[config.mk]
export PLATFORM = sky130hd
export DESIGN_NAME = dtack_access_timer
export DESIGN_NICKNAME = d
export VERILOG_FILES = /design/src/rtl/dat_pkg.sv /design/src/rtl/dat_strobe_sync.sv /design/src/rtl/dat_interval_ctr.sv /design/src/rtl/dat_seq_fsm.sv /design/src/rtl/dtack_access_timer.sv
export SDC_FILE = /design/constraint.sdc
export NUM_CORES = 1
export LEC_CHECK = 0
export CAP_MARGIN = 10
export CORE_MARGIN = 2
export CORE_UTILIZATION = 45
export DETAILED_ROUTE_END_ITERATION = 10
export GPL_TIMING_DRIVEN = 1
export PLACE_DENSITY = 0.68
export SYNTH_ARGS = -nofsm -noshare
export SYNTH_HDL_FRONTEND = slang
export SYNTH_SLANG_ARGS = --single-unit
[constraint.sdc]
create_clock -name clk -period 3.2 [get_ports clk]
set_clock_uncertainty 0.05 [all_clocks]
set_input_delay 0.48 -clock clk [delete_from_list [all_inputs] [get_ports clk]]
set_output_delay 0.48 -clock clk [all_outputs]
set_load 0.005 [all_outputs]
[src/rtl/dat_pkg.sv]
package dat_pkg;

  typedef enum logic [2:0] {
    ST_IDLE,
    ST_RD_ACC,
    ST_WR_SETUP,
    ST_HOLD,
    ST_DROP,
    ST_RECOV
  } acc_state_e;

endpackage

[src/rtl/dat_strobe_sync.sv]
module dat_strobe_sync (
  input  logic clk,
  input  logic rst,
  input  logic strobe_n,
  output logic active,
  output logic rise
);

  logic s1_q, s2_q, prev_q;

  always_ff @(posedge clk) begin
    if (rst) begin
      s1_q   <= 1'b0;
      s2_q   <= 1'b0;
      prev_q <= 1'b0;
    end else begin
      s1_q   <= ~strobe_n;
      s2_q   <= s1_q;
      prev_q <= s2_q;
    end
  end

  assign active = s2_q;
  assign rise   = s2_q & ~prev_q;

endmodule

[src/rtl/dat_interval_ctr.sv]
module dat_interval_ctr #(
  parameter int W = 4
) (
  input  logic         clk,
  input  logic         rst,
  input  logic         clr,
  input  logic         en,
  output logic [W-1:0] cnt
);

  always_ff @(posedge clk) begin
    if (rst || clr) cnt <= '0;
    else if (en)    cnt <= cnt + 1'b1;
  end

endmodule

[src/rtl/dat_seq_fsm.sv]
module dat_seq_fsm
  import dat_pkg::*;
#(
  parameter int ACC_CYC = 10,
  parameter int REC_CYC = 10,
  parameter int NUM_CFG = 2,
  parameter int CW      = 4
) (
  input  logic               clk,
  input  logic               rst,
  input  logic               ds_act,
  input  logic               ds_rise,
  input  logic               rd_wr,
  input  logic               sel_per,
  input  logic [NUM_CFG-1:0] sel_cfg,
  input  logic [CW-1:0]      cnt,
  output logic               cnt_clr,
  output logic               cnt_en,
  output logic               per_rd_n,
  output logic               per_wr_n,
  output logic [NUM_CFG-1:0] cfg_clk_n,
  output logic               ack,
  output logic               xcvr_en,
  output logic               rec_end
);

  localparam int TW = NUM_CFG + 1;
  localparam logic [CW-1:0] ACC_LAST = CW'(ACC_CYC - 1);
  localparam logic [CW-1:0] REC_LAST = CW'(REC_CYC - 1);

  acc_state_e st_q, st_d;
  logic [TW-1:0] tgt_q, tgt_d;
  logic          is_rd_q, is_rd_d;

  always_comb begin
    st_d    = st_q;
    tgt_d   = tgt_q;
    is_rd_d = is_rd_q;
    unique case (st_q)
      ST_IDLE: begin
        if (ds_rise) begin
          if (rd_wr && sel_per) begin
            st_d    = ST_RD_ACC;
            tgt_d   = TW'(1);
            is_rd_d = 1'b1;
          end else if (!rd_wr && (sel_per || (|sel_cfg))) begin
            st_d    = ST_WR_SETUP;
            tgt_d   = {sel_cfg, sel_per};
            is_rd_d = 1'b0;
          end
        end
      end
      ST_RD_ACC, ST_WR_SETUP: begin
        if (!ds_act)               st_d = ST_RECOV;
        else if (cnt == ACC_LAST)  st_d = ST_HOLD;
      end
      ST_HOLD:  if (!ds_act) st_d = ST_DROP;
      ST_DROP:  st_d = ST_RECOV;
      ST_RECOV: if (cnt == REC_LAST) st_d = ST_IDLE;
      default:  st_d = ST_IDLE;
    endcase
  end

  assign cnt_clr = (st_d != st_q);
  assign cnt_en  = (st_q == ST_RD_ACC) || (st_q == ST_WR_SETUP) || (st_q == ST_RECOV);

  always_ff @(posedge clk) begin
    if (rst) begin
      st_q     <= ST_IDLE;
      tgt_q    <= '0;
      is_rd_q  <= 1'b0;
      per_rd_n <= 1'b1;
      per_wr_n <= 1'b1;
      ack      <= 1'b0;
      xcvr_en  <= 1'b0;
      rec_end  <= 1'b0;
    end else begin
      st_q     <= st_d;
      tgt_q    <= tgt_d;
      is_rd_q  <= is_rd_d;
      per_rd_n <= !((st_d == ST_RD_ACC) || ((st_d == ST_HOLD) && is_rd_d));
      per_wr_n <= !((st_d == ST_WR_SETUP) && tgt_d[0]);
      ack      <= (st_d == ST_HOLD) || (st_d == ST_DROP);
      xcvr_en  <= (st_d == ST_RD_ACC) || (st_d == ST_WR_SETUP) || (st_d == ST_HOLD);
      rec_end  <= (st_q == ST_RECOV) && (st_d == ST_IDLE);
    end
  end

  for (genvar g = 0; g < NUM_CFG; g++) begin : g_cfg
    always_ff @(posedge clk) begin
      if (rst) cfg_clk_n[g] <= 1'b1;
      else     cfg_clk_n[g] <= !((st_d == ST_WR_SETUP) && tgt_d[g+1]);
    end
  end

  AST_SEL_ONEHOT: assert property (@(posedge clk) disable iff (rst)
    ds_act |-> $onehot0({sel_cfg, sel_per}));
  AST_ONE_STROBE: assert property (@(posedge clk) disable iff (rst)
    $countones({~cfg_clk_n, ~per_wr_n, ~per_rd_n}) <= 1);
  AST_ACK_AFTER_STROBE: assert property (@(posedge clk) disable iff (rst)
    $rose(ack) |-> $past(ds_act));
  AST_ACC_LENGTH: assert property (@(posedge clk) disable iff (rst)
    $rose(ack) |-> $past(cnt) == ACC_LAST);
  AST_XCVR_OFF_FIRST: assert property (@(posedge clk) disable iff (rst)
    $fell(ack) |-> $past(!xcvr_en));
  AST_WR_HIGH_AT_ACK: assert property (@(posedge clk) disable iff (rst)
    $rose(ack) |-> (per_wr_n && (&cfg_clk_n)));
  AST_RECOV_LOCKOUT: assert property (@(posedge clk) disable iff (rst)
    (st_q == ST_RECOV) |-> (per_rd_n && per_wr_n && (&cfg_clk_n) && !ack && !xcvr_en));
  AST_REC_END_PULSE: assert property (@(posedge clk) disable iff (rst)
    rec_end |=> !rec_end);

endmodule

[src/rtl/dtack_access_timer.sv]
module dtack_access_timer #(
  parameter int ACC_CYC = 10,
  parameter int REC_CYC = 10,
  parameter int NUM_CFG = 2
) (
  input  logic               clk,
  input  logic               rst,
  input  logic               ds_n,
  input  logic               rd_wr,
  input  logic               sel_per,
  input  logic [NUM_CFG-1:0] sel_cfg,
  output logic               per_rd_n,
  output logic               per_wr_n,
  output logic [NUM_CFG-1:0] cfg_clk_n,
  output logic               ack,
  output logic               xcvr_en,
  output logic               rec_end
);

  localparam int MAXC = (ACC_CYC > REC_CYC) ? ACC_CYC : REC_CYC;
  localparam int CW   = $clog2(MAXC + 1);

  logic          ds_act, ds_rise, cnt_clr, cnt_en;
  logic [CW-1:0] cnt;

  dat_strobe_sync u_sync (
    .clk      (clk),
    .rst      (rst),
    .strobe_n (ds_n),
    .active   (ds_act),
    .rise     (ds_rise)
  );

  dat_interval_ctr #(.W(CW)) u_ctr (
    .clk (clk),
    .rst (rst),
    .clr (cnt_clr),
    .en  (cnt_en),
    .cnt (cnt)
  );

  dat_seq_fsm #(
    .ACC_CYC (ACC_CYC),
    .REC_CYC (REC_CYC),
    .NUM_CFG (NUM_CFG),
    .CW      (CW)
  ) u_fsm (
    .clk       (clk),
    .rst       (rst),
    .ds_act    (ds_act),
    .ds_rise   (ds_rise),
    .rd_wr     (rd_wr),
    .sel_per   (sel_per),
    .sel_cfg   (sel_cfg),
    .cnt       (cnt),
    .cnt_clr   (cnt_clr),
    .cnt_en    (cnt_en),
    .per_rd_n  (per_rd_n),
    .per_wr_n  (per_wr_n),
    .cfg_clk_n (cfg_clk_n),
    .ack       (ack),
    .xcvr_en   (xcvr_en),
    .rec_end   (rec_end)
  );

endmodule

==> impl_metrics.json <==
{
  "syn-mean-instance-area_um2": 9.35,
  "core-area_um2": 2020,
  "floorplan.initialDensity_pct": 49.0,
  "highest-signal-layer": "met3",
  "rows": 16,
  "detailed_place.area_um2": 1140,
  "routed_wirelength_mm": 1.94,
  "timing.critical_path.slowest_stage_cell": "sky130_fd_sc_hd__or4b_4",
  "cp-start-kind": "register",
  "status": "completed",
  "global_route.usage.total_pct": 16.8,
  "final-max-slew-violation-count": 0,
  "synth_nets": 115,
  "place.port_buffers": 13,
  "clk_transition_reported_paths_ns": 0.12,
  "synth.yosys.seq_area_share_pct": 42.4,
  "grt_antenna_before_repair": 0,
  "register_bit_total_from_synthesis": 21,
  "synthesis.yosys.warnings": 0,
  "route.detailed.drc": 0,
  "holdCritPathClass": "register to register",
  "critical_path_required_ns": 3.33,
  "clock_sinks": 21,
  "tritoncts.num_buffers": 3,
  "clock_latency_reported_for_the_late_side_of_the_worst_skew_pair_ns": 0.30,
  "critPathTopFamily": "simple AND/OR/NAND/NOR gates",
  "vdd_ir_max_uv": 375,
  "final_layout_worst_hold_slack_ns": 0.407,
  "ant_nets": 0,
  "setup_tns_ns": 0,
  "largest_net_degree_at_the_start_of_global_routing": 18,
  "cts_resized": 0,
  "worstPathMaxFanout": 15,
  "wl_met1_um": 987,
  "ff2ff_setup_slack_ns": 0.97,
  "number_of_distinct_library_cells_after_synthesis": 35,
  "post-cts-setup-buffer-count": 0,
  "synth.top_cell.area_share_pct": 42.4,
  "detail_routed_net_length_per_standard_cell_um": 13.2,
  "path_cells": "or4b_4, nor4_4, mux2i_1, or4_1",
  "placed_cells_incl_taps": 143,
  "power.static_leakage_uw": 0.000418,
  "rsz_0062_raised_after_global_routing": "no",
  "post_route_cells_drive_above_1_share_pct": 6.67,
  "layout_min_cycle_time_ns": 2.23,
  "synth_area_um2": 991,
  "half_perimeter_wire_length_after_detailed_placement_mm": 1.42,
  "routability_cong": 0.826,
  "ctsLongestPathBuffers": 2,
  "routed_via_density": 5.67,
  "finalHoldViolCount": 0,
  "initialDrtViolationCount": 18,
  "critical_path_arrival_ns": 2.36,
  "met2_wirelength_um": 879,
  "crit_path_end_kind": "register",
  "num-fill-cells": 175,
  "met3_wirelength_um": 73,
  "fin_nets": 130,
  "setup.worst_path.class": "register to register",
  "crit_buf_inv": 0,
  "clockRootBuffer": "sky130_fd_sc_hd__clkbuf_4",
  "fin_cells": 147,
  "die_area_um2": 2590,
  "count_of_inserted_antenna_diode_cells": 0,
  "first_pass_grt_wire_length_mm": 3.39,
  "setup_violations": 0,
  "max_freq_mhz": 449,
  "die_width_um": 50.9,
  "multiInputGateArea_um2": 533,
  "die_height_um": 50.9,
  "post_synth_main_area_contributors": "sky130_fd_sc_hd__dfxtp_1 (42%), sky130_fd_sc_hd__nor2_1 (3.8%), sky130_fd_sc_hd__nor2b_1 (3.2%), sky130_fd_sc_hd__nor3_1 (3.0%), sky130_fd_sc_hd__a211o_1 (2.7%)",
  "firstDrtPassIters": 4,
  "post-synth-top-area-cell": "sky130_fd_sc_hd__dfxtp_1",
  "worst-slew-pin-transition_ns": 0.517,
  "cts_tree": "done",
  "final_design_area_no_fill_um2": 1170,
  "detailroute.via_count": 834,
  "post_cts_hold_buffer_count": 0,
  "fin_util_pct": 57.7,
  "layout.area.seq_um2": 420,
  "power.density_cell_area_nw_per_um2": 439,
  "max_cap_viol_count": 0,
  "max_stage_delay_ns": 0.57,
  "areaGrowthSynthToFinish_pct": 17.8,
  "cts_htree_levels": 1,
  "worst_slew_margin_rel_pct": 65.1,
  "netlist_instances": 106,
  "first_global_vias": 790,
  "floorplan.io_pins": 14,
  "final.period_utilization_pct": 69.7,
  "overflow": 0
}
==> cells in the final DEF (no fill, tap or decap), types with 3 or more instances in the layout <==
cell type / n
sky130_fd_sc_hd__xor2_1: 3
sky130_fd_sc_hd__dfxtp_1: 21
sky130_fd_sc_hd__nor2b_1: 5
sky130_fd_sc_hd__clkdlybuf4s50_1: 13
sky130_fd_sc_hd__and2_1: 3
sky130_fd_sc_hd__a211o_1: 3
sky130_fd_sc_hd__nand2_1: 3
sky130_fd_sc_hd__or3_1: 4
sky130_fd_sc_hd__inv_1: 4
sky130_fd_sc_hd__a21oi_1: 5
sky130_fd_sc_hd__nand4b_1: 3
sky130_fd_sc_hd__nor2_1: 10
sky130_fd_sc_hd__clkbuf_4: 3
sky130_fd_sc_hd__nor3_1: 6
==> Yosys cell counts, drive strengths merged <==
cell	number
dfxtp	21
nor2	10
nor3	6
a21oi	5
nor2b	5
inv	4
or3	4
a211o	3
and2	3
clkbuf	3
nand2	3
nand4b	3
xor2	3
a2111oi	2
a21o	2
ha	2
mux2i	2
nand2b	2
nand3	2
nor4b	2
o2111ai	2
o21ai	2
o2bb2ai	2
or4	2
a2bb2oi	1
and2b	1
and3b	1
and4b	1
buf	1
nor3b	1
nor4	1
o211ai	1
o22ai	1
or2	1
or4b	1
==> layer usage <==
metal  GRT usage, %  vias up
met3           3.51        0
met5              0        -
met2           26.6       21
met4           4.05        0
li1               -      418
met1           23.2      395
==> where the power goes <==
group / internal, uW / total [uW] / switching, uW
clock network: 46.5 / 126 / 79.6
registers: 275 / 295 / 19.5
logic: 45.8 / 91.4 / 45.6
total: 368 / 512 / 145
==> cells by family after synthesis <==
logic type      count (synthesis)  share of synthesized area (%)
simple gates                   49                           31.3
fa+ha+maj                       2                           2.52
mux                             2                           2.02
buf+inv                         8                           3.79
xor+xnor                        3                           2.65
flops                          21                           42.4
compound gates                 21                           15.3
==> registers in the layout, indices dropped and copies added, names as in the netlist <==
name / cells
u_fsm.cfg_clk_n: 2
u_fsm.tgt_q: 3
u_fsm.per_rd_n: 1
u_ctr.cnt: 4
u_sync.active: 1
u_fsm.per_wr_n: 1
u_fsm.is_rd_q: 1
u_sync.s1_q: 1
u_fsm.st_q: 3
u_fsm.ack: 1
u_sync.prev_q: 1
u_fsm.rec_end: 1
u_fsm.xcvr_en: 1
==> cell type report <==
cell class	count	area share [%]
well taps	27	2.89
inverters	4	1.29
clock inverters	1	0.429
clock buffers	3	1.93
flip-flops and latches	21	36.0
repair buffers	14	11.8
multi-input cells	77	45.7
==> stage by stage <==
step / worst slack, ns / power [uW]
after floorplan: 1.16 / 358
after global placement: 0.893 / 388
after detailed placement: 0.833 / 390
after CTS: 0.987 / 514
after global routing: 0.877 / 540
final: 0.971 / 512
==> worst reg2reg max path, cell delays in order, from the launching register on <==
cell and delay, ns:
sky130_fd_sc_hd__dfxtp_1 0.48, sky130_fd_sc_hd__or4b_4 0.57, sky130_fd_sc_hd__nor4_4 0.39, sky130_fd_sc_hd__mux2i_1 0.15
sky130_fd_sc_hd__or4_1 0.48
==> path summary, 6_finish.rpt <==
kind | startpoint | to | depth (start not counted)
setup / recovery | u_fsm.st_q[2] | u_fsm.cfg_clk_n[0] | 4
hold / removal | u_sync.s1_q | u_sync.active | 1
setup reg to reg | u_fsm.st_q[2] | u_fsm.cfg_clk_n[0] | 4
hold reg to reg | u_sync.s1_q | u_sync.active | 1
(Power assumes the default switching activity.)
